<file path="src/rtl/lcd_scan_pkg.sv">
package lcd_scan_pkg;

  typedef enum logic {
    ALN_HUNT = 1'b0,
    ALN_LOCK = 1'b1
  } aln_state_e;

  // True when cnt lies in [start, start+len)
  function automatic logic in_span(input int unsigned cnt,
                                   input int unsigned start,
                                   input int unsigned len);
    return (cnt >= start) && (cnt < start + len);
  endfunction

  // Flags of a word agree with the raster position
  function automatic logic markers_fit(input logic sof, input logic sol,
                                       input logic at_frame, input logic at_line);
    return (sof == at_frame) && (sol == at_line);
  endfunction

endpackage

</file>
<file path="src/rtl/lcd_raster_gen.sv">
module lcd_raster_gen
  import lcd_scan_pkg::*;
#(
  parameter int H_SYNC  = 2,
  parameter int H_BACK  = 2,
  parameter int H_ACT   = 480,
  parameter int H_FRONT = 41,
  parameter int V_SYNC  = 10,
  parameter int V_BACK  = 2,
  parameter int V_ACT   = 272,
  parameter int V_FRONT = 4
) (
  input  logic clk,
  input  logic rst_n,
  output logic hsync_n,
  output logic vsync_n,
  output logic active,
  output logic frame_first,
  output logic line_first
);
  localparam int H_TOTAL = H_SYNC + H_BACK + H_ACT + H_FRONT;
  localparam int V_TOTAL = V_SYNC + V_BACK + V_ACT + V_FRONT;
  localparam int HW = $clog2(H_TOTAL);
  localparam int VW = $clog2(V_TOTAL);
  localparam logic [HW-1:0] H_LAST = HW'(H_TOTAL - 1);
  localparam logic [VW-1:0] V_LAST = VW'(V_TOTAL - 1);
  localparam logic [HW-1:0] H_ACT0 = HW'(H_SYNC + H_BACK);
  localparam logic [VW-1:0] V_ACT0 = VW'(V_SYNC + V_BACK);

  logic [HW-1:0] h_cnt;
  logic [VW-1:0] v_cnt;
  logic          h_vis, v_vis;

  always_ff @(posedge clk) begin
    if (!rst_n) begin
      h_cnt <= '0;
      v_cnt <= '0;
    end else if (h_cnt == H_LAST) begin
      h_cnt <= '0;
      v_cnt <= (v_cnt == V_LAST) ? '0 : v_cnt + 1'b1;
    end else begin
      h_cnt <= h_cnt + 1'b1;
    end
  end

  always_comb begin
    h_vis       = in_span(32'(h_cnt), H_SYNC + H_BACK, H_ACT);
    v_vis       = in_span(32'(v_cnt), V_SYNC + V_BACK, V_ACT);
    hsync_n     = !in_span(32'(h_cnt), 0, H_SYNC);
    vsync_n     = !in_span(32'(v_cnt), 0, V_SYNC);
    active      = h_vis && v_vis;
    line_first  = active && (h_cnt == H_ACT0);
    frame_first = line_first && (v_cnt == V_ACT0);
  end

endmodule

</file>
<file path="src/rtl/lcd_align_fsm.sv">
module lcd_align_fsm
  import lcd_scan_pkg::*;
(
  input  logic clk,
  input  logic rst_n,
  input  logic active,
  input  logic frame_first,
  input  logic line_first,
  input  logic fifo_empty,
  input  logic head_sof,
  input  logic head_sol,
  output logic show,
  output logic pop,
  output logic locked,
  output logic underflow
);
  aln_state_e state_q, state_d;
  logic       ufl_q, ufl_hit, fit;

  always_comb begin
    state_d = state_q;
    show    = 1'b0;
    pop     = 1'b0;
    ufl_hit = 1'b0;
    fit     = markers_fit(head_sof, head_sol, frame_first, line_first);
    if (active) begin
      if (fifo_empty) begin
        ufl_hit = 1'b1;
        state_d = ALN_HUNT;
      end else begin
        show    = (state_q == ALN_LOCK) ? fit : (frame_first && fit);
        pop     = show || !head_sof;
        state_d = show ? ALN_LOCK : ALN_HUNT;
      end
    end
  end

  always_ff @(posedge clk) begin
    if (!rst_n) begin
      state_q <= ALN_HUNT;
      ufl_q   <= 1'b0;
    end else begin
      state_q <= state_d;
      ufl_q   <= ufl_q | ufl_hit;
    end
  end

  assign locked    = (state_q == ALN_LOCK);
  assign underflow = ufl_q;

endmodule

</file>
<file path="src/rtl/lcd_scanout.sv">
module lcd_scanout #(
  parameter int PIX_W   = 24,
  parameter int H_SYNC  = 2,
  parameter int H_BACK  = 2,
  parameter int H_ACT   = 480,
  parameter int H_FRONT = 41,
  parameter int V_SYNC  = 10,
  parameter int V_BACK  = 2,
  parameter int V_ACT   = 272,
  parameter int V_FRONT = 4
) (
  input  logic             clk_pix,
  input  logic             rst_n,
  input  logic             fifo_empty_i,
  input  logic [PIX_W-1:0] fifo_pix_i,
  input  logic             fifo_sof_i,
  input  logic             fifo_sol_i,
  output logic             fifo_pop_o,
  output logic [PIX_W-1:0] pix_o,
  output logic             de_o,
  output logic             hsync_n_o,
  output logic             vsync_n_o,
  output logic             underflow_o
);
  // Internal events, named for the checker
  logic active_w, frame_first_w, line_first_w;
  logic show_w, locked_w;

  lcd_raster_gen #(
    .H_SYNC(H_SYNC), .H_BACK(H_BACK), .H_ACT(H_ACT), .H_FRONT(H_FRONT),
    .V_SYNC(V_SYNC), .V_BACK(V_BACK), .V_ACT(V_ACT), .V_FRONT(V_FRONT)
  ) u_raster (
    .clk         (clk_pix),
    .rst_n       (rst_n),
    .hsync_n     (hsync_n_o),
    .vsync_n     (vsync_n_o),
    .active      (active_w),
    .frame_first (frame_first_w),
    .line_first  (line_first_w)
  );

  lcd_align_fsm u_align (
    .clk         (clk_pix),
    .rst_n       (rst_n),
    .active      (active_w),
    .frame_first (frame_first_w),
    .line_first  (line_first_w),
    .fifo_empty  (fifo_empty_i),
    .head_sof    (fifo_sof_i),
    .head_sol    (fifo_sol_i),
    .show        (show_w),
    .pop         (fifo_pop_o),
    .locked      (locked_w),
    .underflow   (underflow_o)
  );

  assign de_o  = active_w;
  assign pix_o = show_w ? fifo_pix_i : '0;

endmodule

</file>
<file path="config.mk">
export PLATFORM = sky130hd
export DESIGN_NAME = lcd_scanout
export DESIGN_NICKNAME = d
export VERILOG_FILES = /design/src/rtl/lcd_scan_pkg.sv /design/src/rtl/lcd_raster_gen.sv /design/src/rtl/lcd_align_fsm.sv /design/src/rtl/lcd_scanout.sv
export SDC_FILE = /design/constraint.sdc
export NUM_CORES = 1
export LEC_CHECK = 0
export ABC_AREA = 1
export BUFFER_PORTS_ARGS = -buffer_cell sky130_fd_sc_hd__buf_2
export CAP_MARGIN = 40
export CORE_AREA = 3 3 58 60
export CTS_BUF_LIST = sky130_fd_sc_hd__clkbuf_2 sky130_fd_sc_hd__clkbuf_4 sky130_fd_sc_hd__clkbuf_8
export CTS_CLUSTER_DIAMETER = 100
export DETAILED_ROUTE_END_ITERATION = 16
export DIE_AREA = 0 0 61 63
export PLACE_DENSITY = 0.8
export SLEW_MARGIN = 20
export SYNTH_ARGS = -nofsm -noshare
export SYNTH_HDL_FRONTEND = slang
export SYNTH_SLANG_ARGS = --single-unit
</file>
<file path="constraint.sdc">
create_clock -name clk_pix -period 2.3 [get_ports clk_pix]
set_input_delay 0.345 -clock clk_pix [delete_from_list [all_inputs] [get_ports clk_pix]]
set_output_delay 0.345 -clock clk_pix [all_outputs]
set_load 0.01 [all_outputs]
</file>
# == Word-level counts from Yosys, hierarchy flattened ==
# Index checks and enable logic that the tools add are counted.
# classes
n_addsub,2
order_cmp,6
eq_ne,6
mux,11
bitwise_logic,2
reduce_logical,12
# ops
operator,n
24-bit two-way mux,1
10-bit by 1-bit adder with 10-bit output (second input constant),1
10-bit equality test (second input constant),1
10-bit by 3-bit equality test with 1-bit output (second input constant),1
10-bit by 3-bit >= comparator with 1-bit output (second input constant),1
10-bit by 2-bit less-than comparator with 1-bit output (second input constant),1
10-bit by 9-bit less-than comparator with 1-bit output (second input constant),1
9-bit by 1-bit adder with 9-bit output (second input constant),1
9-bit by 4-bit equality test with 1-bit output (second input constant),1
9-bit equality test (second input constant),1
9-bit by 4-bit >= comparator with 1-bit output (second input constant),1
9-bit by 4-bit less-than comparator with 1-bit output (second input constant),1
9-bit less-than comparator (second input constant),1
1-bit two-way mux,9
9-bit two-way mux,1
1-bit logical AND,7
1-bit zero test,3
1-bit equality test,2
2-bit OR reduction,1
1-bit logical OR,1
1-bit inverter,1
1-bit bitwise OR,1
# word_totals
ff_bits,21
in_bits,29
out_inout_bits,29
wordCells,43

# == Logic depth before layout (Yosys ltp) ==
# Gate-level depths: netlist of the first run.
# logic_depth
word_depth,12
ltp_mapped,10
ltp_nobuf,9

# == Modules after synthesis ==
# A second synthesis of the first run with hierarchy kept.
# hier_totals
hier_cells,249
area_unflattened_um2,1497.7
# by_module_without_submodules
mod,instances,cells_each,area_per_inst_um2,seq_area_each_um2
lcd_raster_gen,1,180,1173.6,380.4
lcd_scanout,1,50,202.7,0.0
lcd_align_fsm,1,19,121.4,40.0

# == Least setup slack after synthesis of the first run ==
# OpenSTA, ideal clock, no wires.
# synth_path
kind,register to output
startpoint,reg u_raster.h_cnt[0]
endpoint,out pix_o[10]
t_arrival_ns,1.464
required_time_ns,1.955
path_slack_ns,0.491
stages_incl_launch_ff,10
path_buffers,1
path_cell_list,dfxtp_1 -> inv_1 -> ha_1 -> nand3_1 -> nor3_1 -> nand4_1 -> nand2_1 -> nand3_4 -> buf_6 -> nor2_2
# synth_between
elab_chain_len,12
word_cells_on_any_way,15
cone_classes,2 x order compare; 3 x eq/ne; 4 x mux; 6 x reduce/logical
# synth_rtl
item,line_no,text
from (decl),lcd_raster_gen.sv:30,logic [HW-1:0] h_cnt;
from (signal assigned),lcd_raster_gen.sv:42,h_cnt <= h_cnt + 1'b1;
10-bit by 3-bit >= comparator with 1-bit output or 10-bit by 9-bit less-than comparator with 1-bit output (tied branches),lcd_scan_pkg.sv:12,return (cnt >= start) && (cnt < start + len);
1-bit logical AND,lcd_scan_pkg.sv:12,
1-bit logical AND,lcd_raster_gen.sv:51,active = h_vis && v_vis;
1-bit logical AND,lcd_raster_gen.sv:52,line_first = active && (h_cnt == H_ACT0);
1-bit logical AND,lcd_raster_gen.sv:53,frame_first = line_first && (v_cnt == V_ACT0);
1-bit equality test,lcd_scan_pkg.sv:18,return (sof == at_frame) && (sol == at_line);
1-bit logical AND,lcd_scan_pkg.sv:18,
1-bit logical AND,lcd_align_fsm.sv:31,show = (state_q == ALN_LOCK) ? fit : (frame_first && fit);
1-bit two-way mux,lcd_align_fsm.sv:31,
1-bit two-way mux,lcd_align_fsm.sv:27,if (fifo_empty) begin
1-bit two-way mux *,lcd_align_fsm.sv:26,if (active) begin
24-bit two-way mux *,lcd_scanout.sv:58,assign pix_o = show_w ? fifo_pix_i : '0;
to (decl),lcd_scanout.sv:19,"output logic [PIX_W-1:0] pix_o,"
# Mark *: on every way between the ends. The rest lies on a longest branch, timed or not.

# == Final worst setup path of the first run ==
# layout_path
startpoint,reg u_raster.v_cnt[6]
endpoint,out fifo_pop_o
# layout_between
elab_chain_len,12
word_cells_on_any_way,15
cone_classes,2 x order compare; 3 x eq/ne; 3 x mux; 7 x reduce/logical
# layout_rtl
item,line_no,text
from (decl),lcd_raster_gen.sv:31,logic [VW-1:0] v_cnt;
from (signal assigned),lcd_raster_gen.sv:40,v_cnt <= (v_cnt == V_LAST) ? '0 : v_cnt + 1'b1;
9-bit by 4-bit >= comparator with 1-bit output or 9-bit less-than comparator (tied branches),lcd_scan_pkg.sv:12,
1-bit logical AND,lcd_scan_pkg.sv:12,
1-bit logical AND,lcd_raster_gen.sv:51,
1-bit logical AND,lcd_raster_gen.sv:52,
1-bit logical AND,lcd_raster_gen.sv:53,
1-bit equality test,lcd_scan_pkg.sv:18,
1-bit logical AND,lcd_scan_pkg.sv:18,
1-bit logical AND,lcd_align_fsm.sv:31,
1-bit two-way mux,lcd_align_fsm.sv:31,
1-bit logical OR,lcd_align_fsm.sv:32,pop = show || !head_sof;
1-bit two-way mux,lcd_align_fsm.sv:27,
1-bit two-way mux *,lcd_align_fsm.sv:26,
to (decl),lcd_scanout.sv:18,"output logic fifo_pop_o,"
# Marks and branches as above.

==> results of run 1 <==
## worst reg2reg max path, cell delays in order (launching register included)
cell and delay [ns]:
dfxtp_2 0.34, inv_1 0.06, ha_4 0.16, nand3_2 0.10, buf_4 0.14, nor4_4 0.05
nor2_1 0.29, clkinv_1 0.34, nor3b_1 0.26
## metal layers
layer  vias up  global-route usage (%)  share of wire [%]  wire length [microns]
met5         -                       0                  0                      0
met4         0                    7.32                1.8                     72
met3         9                    4.75                5.0                    199
met2        39                    40.0                 54                   2160
met1       742                    24.2                 39                   1580
li1        854                       -                  -                      -
## what timing repair did
action                     in CTS  in global routing
gates cloned                    3                  0
buffers inserted                9                  2
setup endpoints to repair      25                 25
resized for setup              41                  7
pin swaps                      11                 10
## sequential cells by signal, summed over array words and instances (netlist names)
name and cells:
u_align.locked 1, u_align.underflow 1, u_raster.h_cnt 10, u_raster.v_cnt 9
## area by class of cell
type	instances	area, sq um
clock buffer	3	22.5
timing repair buffer	70	383
tap	33	41.3
multi-input combinational	153	960
sequential	21	450
fill	254	918
clock inverter	1	7.51
inverter	52	195
## metrics by stage
stage,hold WS (ns),utilization (%)
floorplan,0.430,-
global placement,0.436,59.2
detailed placement,0.439,59.2
CTS,0.276,67.9
global route,0.270,69.2
finish,0.279,69.2
## cell families after synthesis
group / Yosys count / share of synthesized area (%)
compound gates: 23 / 9.09
fa+ha+maj: 3 / 2.60
simple gates: 119 / 41.1
buf+inv: 54 / 15.1
flops: 21 / 29.1
xor+xnor: 5 / 3.03
## power by group through the flow
stage | Clock, W | Combinational, W | Sequential, W
after floorplan | 0 | 0.0000378 | 0.000380
final | 0.000189 | 0.0000997 | 0.000367
after detailed placement | 0 | 0.0000714 | 0.000381
after global placement | 0 | 0.0000685 | 0.000381
after global routing | 0.000221 | 0.000112 | 0.000367
after CTS | 0.000197 | 0.0000936 | 0.000369
## placed cells by master, fill, tap and decap left out, types with 4 or more instances in the layout
master and n:
dfxtp_2 9, nand4_1 5, inv_1 50, dfxtp_4 5
nor2_2 26, buf_2 57, nor3_1 5, a21oi_1 12
nor2_1 19, o21ai_0 6, nand3_4 4, buf_4 13
dfxtp_1 7, xor2_1 4, nor2_4 4, nand2_1 34
nand3_1 9
## worst max path at each step
stage                                              start         end  slack [ns]  cells past startpoint
after detailed placement    u_raster.h_cnt[1]$_SDFF_PP0_    pix_o[1]        0.08                      9
final                     u_raster.v_cnt[6]$_SDFFE_PN0P_  fifo_pop_o       -0.06                     10
after global routing        u_raster.h_cnt[2]$_SDFF_PP0_   pix_o[19]       -0.19                     10
after floorplan             u_raster.h_cnt[0]$_SDFF_PP0_   pix_o[10]        0.49                      9
after CTS                   u_raster.h_cnt[2]$_SDFF_PP0_    pix_o[1]       -0.03                     10
after global placement      u_raster.h_cnt[1]$_SDFF_PP0_  fifo_pop_o        0.13                      9
==> flow_metrics.py, run 1 <==
metrics = {
    "status": {
        "violations": "negative setup slack",
        "status": "finished, violations left",
    },
    "cts": {
        "clock_path_buffers": 2,
        "clock-sinks": 21,
        "clk_pin_slew_ns": 0.12,
        "cts_tree": "done",
        "cts_buffers": 3,
        "clk_latency_ns": 0.32,
        "cts-htree-levels": 1,
        "hold_buffers": 0,
        "cts_root_buffer": "clkbuf_4",
    },
    "setup_path": {
        "cp_num_buf_inv": 2,
        "reg2reg_from": "u_raster.h_cnt[0]$_SDFF_PP0_",
        "reg2reg_slack_ns": 0.48,
        "critPathLaunchType": "flip-flop",
        "rr_worst_depth": 8,
        "slowest_delay_ns": 0.39,
        "arrival_ns": 2.01,
        "worst_path_max_delay_cell": "dfxtp_4",
        "worstSetupPathType": "flip-flop to primary output",
        "critPathTopFamily": "simple AND/OR/NAND/NOR gates",
        "worstPathRequired_ns": 1.96,
        "cp-end-kind": "primary output",
        "r2r-end": "u_raster.h_cnt[3]$_SDFF_PP0_",
        "worst-path-max-fanout": 7,
        "cp_cell_sequence": "nor2_4 -> nand2_1 -> nor2_1 -> a21oi_4 -> buf_4 -> nand4_1 -> nand2_4 -> nand3_4 -> o21ai_1 -> buf_2",
    },
    "placed_design": {
        "dp_slack_ns": 0.0767,
        "dp.cells": 315,
        "place.gp.congestion": 0.864,
        "dpl.hpwl_mm": 2.79,
        "placed_cell_area_sq_um": 1760,
        "io_buffers": 57,
    },
    "timing": {
        "finalCritPeriodShare_pct": 103,
        "setup_violations": 23,
        "worstMarginPinSlew_ns": 0.510,
        "maxSlewViolCount": 0,
        "max_freq_ghz": 0.424,
        "tns_ns": -0.455,
        "slew_headroom_pct": 65.7,
        "rsz0062_at_grt": "true",
        "fin_crit_ns": 2.36,
        "finalClockSkew_ns": 0.00603,
        "setup_ws_ns": -0.0599,
        "hold_viol_final": 0,
    },
    "hold_path": {
        "min_path_cells": 3,
        "hp-start": "fifo_empty_i",
        "hold_path_class": "primary input to flip-flop",
        "hold_end": "u_align.underflow$_SDFF_PN0_",
    },
    "drt": {
        "viasPerCell": 4.94,
        "routed_wl_mm": 4.01,
        "ant_nets": 0,
        "drt_iter0_drc": 58,
        "wire_per_inst_microns": 12.1,
        "dr_total_vias": 1644,
        "drc": 0,
        "dr.pass1.iters": 4,
    },
    "synthesis": {
        "synth-edff-count": 0,
        "synth_ff_type": "dfxtp_1",
        "ys_ff_latch": 21,
        "yosysMostFrequentCell": "inv_1",
        "synth.distinct_cells": 24,
        "async_flop_share_pct": 0,
        "postSynthCellCount": 225,
        "synth_common_cells": "51 x inv_1, 39 x nand2_1, 25 x nor2_2",
        "avgSynthCellArea_sq_um": 6.42,
        "synth_fp_nets": 257,
        "ys_seq_area_share_pct": 29.1,
        "synth.area.top_cells": "dfxtp_1 29%, inv_1 13%, nor2_2 11%",
        "synth_area_leader_cell": "dfxtp_1",
        "syn-cell-area_sq_um": 1450,
        "synth-warning-count": 0,
        "synth_top_area_share_pct": 29.1,
    },
    "cells_and_area": {
        "final_cells": 333,
        "nets": 333,
        "drive_above_1_share_pct": 45.3,
        "num_antenna_cells": 0,
        "area_growth_pct": 42.5,
        "design_area_sq_um": 2060,
    },
    "pwr": {
        "p_leak_nw": 1.06,
        "p_comb_share_pct": 15.2,
        "switchingPower_w": 0.000177,
        "p_per_area_nw_per_um2": 318,
        "power_frac_clock_pct": 28.8,
        "p_sw_share_pct": 27.1,
        "totalPowerFinal_w": 0.000655,
        "internal_power_w": 0.000478,
        "worst_ir_drop_vdd_mv": 0.291,
        "seqPwrFrac_pct": 56.0,
    },
    "floorplan": {
        "coreArea_sq_um": 2980,
        "dieWidth_microns": 61,
        "die_h_microns": 63,
        "initial_core_util_pct": 48.5,
        "num_rows": 20,
        "boundaryPins": 58,
        "die-area_sq_um": 3840,
    },
    "global_route": {
        "grt_pass1_wl_mm": 6.56,
        "grt_pass1_vias": 1554,
        "grt_use_total_pct": 22.0,
        "antenna_found_initial": 0,
        "grt_overflow": 0,
        "grt_max_degree": 14,
    },
    "run": {
        "maxCapViolCount": 0,
    },
}
No activity file was read; power rests on OpenSTA's default activity.
==> run 2: changes to the inputs <==
- CORE_AREA: 3 3 58 60 -> 3 3 59 61
- DIE_AREA: 0 0 61 63 -> 0 0 62 64
- SYNTH_HIERARCHICAL: default -> 1
==> flow_metrics.py, run 2 <==
metrics = {
    "cells_and_area": {
        "largest_reg_flops": 10,
        "final_cells": 377,
        "layout_common_cells": "53 x nand2_1, 51 x buf_2, 45 x inv_1, 19 x nand2_2, 18 x buf_4",
        "top_regs": "u_raster/h_cnt x10, u_raster/v_cnt x9",
        "drive_above_1_share_pct": 51.1,
        "area_growth_pct": 54.7,
        "num_antenna_cells": 0,
        "regMostFlops": "u_raster/h_cnt",
        "nets": 367,
        "mostFrequentLayoutCell": "nand2_1",
    },
    "floorplan": {
        "dieWidth_microns": 62,
        "num_rows": 20,
        "initial_core_util_pct": 49.5,
        "coreArea_sq_um": 3030,
        "boundaryPins": 58,
        "die-area_sq_um": 3970,
        "die_h_microns": 64,
    },
    "pwr": {
        "p_leak_nw": 1.32,
        "p_comb_share_pct": 12.7,
        "power_frac_clock_pct": 30.9,
        "worst_ir_drop_vdd_mv": 0.255,
        "seqPwrFrac_pct": 56.4,
        "totalPowerFinal_w": 0.000646,
        "internal_power_w": 0.000480,
        "p_per_area_nw_per_um2": 279,
        "switchingPower_w": 0.000166,
        "p_sw_share_pct": 25.7,
    },
    "synthesis": {
        "synth-edff-count": 0,
        "synth_area_leader_cell": "dfxtp_1",
        "synth_top_area_share_pct": 28.1,
        "synth_fp_nets": 282,
        "synth.distinct_cells": 31,
        "async_flop_share_pct": 0,
        "synth_ff_type": "dfxtp_1",
        "postSynthCellCount": 249,
        "synth_common_cells": "72 x nand2_1, 59 x inv_1, 25 x nor2_1",
        "syn-cell-area_sq_um": 1500,
        "synth.area.top_cells": "dfxtp_1 28%, nand2_1 18%, inv_1 15%",
        "ys_ff_latch": 21,
        "avgSynthCellArea_sq_um": 6.01,
        "yosysMostFrequentCell": "nand2_1",
        "synth-warning-count": 6,
        "ys_seq_area_share_pct": 28.1,
    },
    "cts": {
        "clk_latency_ns": 0.32,
        "hold_buffers": 0,
        "cts_root_buffer": "clkbuf_4",
        "clk_pin_slew_ns": 0.12,
        "cts_buffers": 3,
        "cts_tree": "done",
        "clock_path_buffers": 2,
        "clock-sinks": 21,
        "cts-htree-levels": 1,
    },
    "global_route": {
        "grt_use_total_pct": 21.8,
        "grt_overflow": 0,
        "antenna_found_initial": 0,
        "grt_pass1_vias": 1723,
        "grt_pass1_wl_mm": 6.81,
        "grt_max_degree": 13,
    },
    "timing": {
        "fin_crit_ns": 2.57,
        "setup_violations": 24,
        "rsz0062_at_grt": "true",
        "hold_viol_final": 0,
        "worstMarginPinSlew_ns": 0.314,
        "finalCritPeriodShare_pct": 112,
        "maxSlewViolCount": 0,
        "slew_headroom_pct": 78.9,
        "max_freq_ghz": 0.388,
        "finalClockSkew_ns": 0.00381,
        "setup_ws_ns": -0.275,
    },
    "drt": {
        "wire_per_inst_microns": 12.8,
        "drt_iter0_drc": 83,
        "dr_total_vias": 1899,
        "dr.pass1.iters": 4,
        "drc": 0,
        "viasPerCell": 5.04,
        "routed_wl_mm": 4.81,
        "ant_nets": 0,
    },
    "setup_path": {
        "cp-end-kind": "primary output",
        "critPathTopFamily": "simple AND/OR/NAND/NOR gates",
        "worst-path-max-fanout": 6,
        "worstPathRequired_ns": 1.96,
        "slowest_delay_ns": 0.35,
        "reg2reg_from": "u_raster/v_cnt[5]$_SDFFE_PN0P_",
        "worst_path_max_delay_cell": "dfxtp_2",
        "reg2reg_slack_ns": 0.09,
        "critPathLaunchType": "flip-flop",
        "r2r-end": "u_align/locked$_SDFFE_PN0P_",
        "cp_num_buf_inv": 6,
        "arrival_ns": 2.23,
        "worstSetupPathType": "flip-flop to primary output",
        "rr_worst_depth": 19,
        "crit_start": "u_raster/v_cnt[5]$_SDFFE_PN0P_",
        "cp_cell_sequence": "inv_2 -> nand2_2 -> nor2_4 -> nand2_2 -> nand3_2 -> nor2_2 -> nand3_2 -> nor2_1 -> inv_1 -> nor2_1 -> nor2_1 -> nand3_1 -> inv_2 -> clkbuf_16 -> nand2_2 -> inv_1 -> buf_2",
    },
    "placed_design": {
        "io_buffers": 57,
        "dp.cells": 357,
        "dpl.hpwl_mm": 2.94,
        "place.gp.congestion": 0.904,
    },
    "hold_path": {
        "hp-start": "fifo_empty_i",
        "min_path_cells": 3,
        "hold_end": "u_align/underflow$_SDFF_PN0_",
        "hold_path_class": "primary input to flip-flop",
    },
    "run": {
        "maxCapViolCount": 0,
    },
    "status": {
        "status": "finished, violations left",
        "violations": "negative setup slack",
    },
}
-- run 2: cells by family (layout without fill, tap and decap cells) --
group | Yosys count | count (layout) | share of synthesized area (%)
buffers and inverters | 66 | 150 | 17.8
flip-flops | 21 | 21 | 28.1
AND/OR/NAND/NOR | 135 | 135 | 41.9
adder cells (fa/ha/maj) | 4 | 4 | 3.34
AO/OA/AOI/OAI | 21 | 21 | 7.69
XOR/XNOR | 2 | 2 | 1.17
-- run 2: area by class of cell --
type	count	area (sq um)
fillers	198	711
inverters	63	244
repair buffers	83	571
multi-input cells	162	963
flip-flops and latches	21	454
well taps	44	55.1
clock buffers	4	30.0
-- run 2: through the flow --
stage / hold slack, ns / setup slack (ns) / setup TNS [ns] / utilization, % / area (sq um)
floorplan: 0.452 / 0.139 / 0 / - / 1500
global placement: 0.459 / 0.117 / 0 / 62.9 / 1900
detailed placement: 0.456 / -0.00990 / -0.0115 / 62.9 / 1900
CTS: 0.277 / -0.150 / -3.23 / 70.7 / 2140
global route: 0.305 / -0.340 / -7.06 / 76.5 / 2320
finish: 0.262 / -0.275 / -5.43 / 76.5 / 2320
-- run 2: worst reg2reg max path, stage by stage, from the launching register on --
cell,delay [ns]
dfxtp_2,0.35
inv_2,0.06
nand2_2,0.07
nor2_4,0.17
nand2_2,0.09
nand3_2,0.10
nor2_2,0.04
nand3_2,0.06
nor2_1,0.04
inv_1,0.08
nor2_1,0.06
nor2_1,0.11
nand3_1,0.14
buf_4,0.16
buf_6,0.11
buf_6,0.11
buf_6,0.11
buf_6,0.11
buf_6,0.10
a21oi_2,0.11
-- run 2: power by group through the flow --
stage | Sequential, W | Combinational [W] | Clock, W
finish | 0.000364 | 0.0000824 | 0.000200
global route | 0.000365 | 0.0000921 | 0.000209
CTS | 0.000370 | 0.0000758 | 0.000199
detailed placement | 0.000380 | 0.0000657 | 0
global placement | 0.000380 | 0.0000642 | 0
floorplan | 0.000381 | 0.0000260 | 0
-- run 2: per-layer routing --
metal	global-route usage, %	vias to the layer above	share of wire, %
li1	-	922	-
met5	0	-	0
met1	24.2	850	38
met2	38.0	109	50
met4	11.9	0	2.6
met3	3.03	18	9.5
-- run 2: worst max path at each step --
stage,endpoint,cells past startpoint
2_1_floorplan,pix_o[10],13
3_3_place_gp,pix_o[9],15
3_5_place_dp,pix_o[4],15
4_1_cts,pix_o[4],15
5_1_grt,pix_o[16],17
6_report,pix_o[16],17
-- run 2: repair_timing --
action	4_1_cts	5_1_grt
cloned	1	1
hold endpoints to repair	0	0
pin swaps	6	17
buffers inserted	12	4
resized for setup	35	59
setup endpoints to repair	25	26
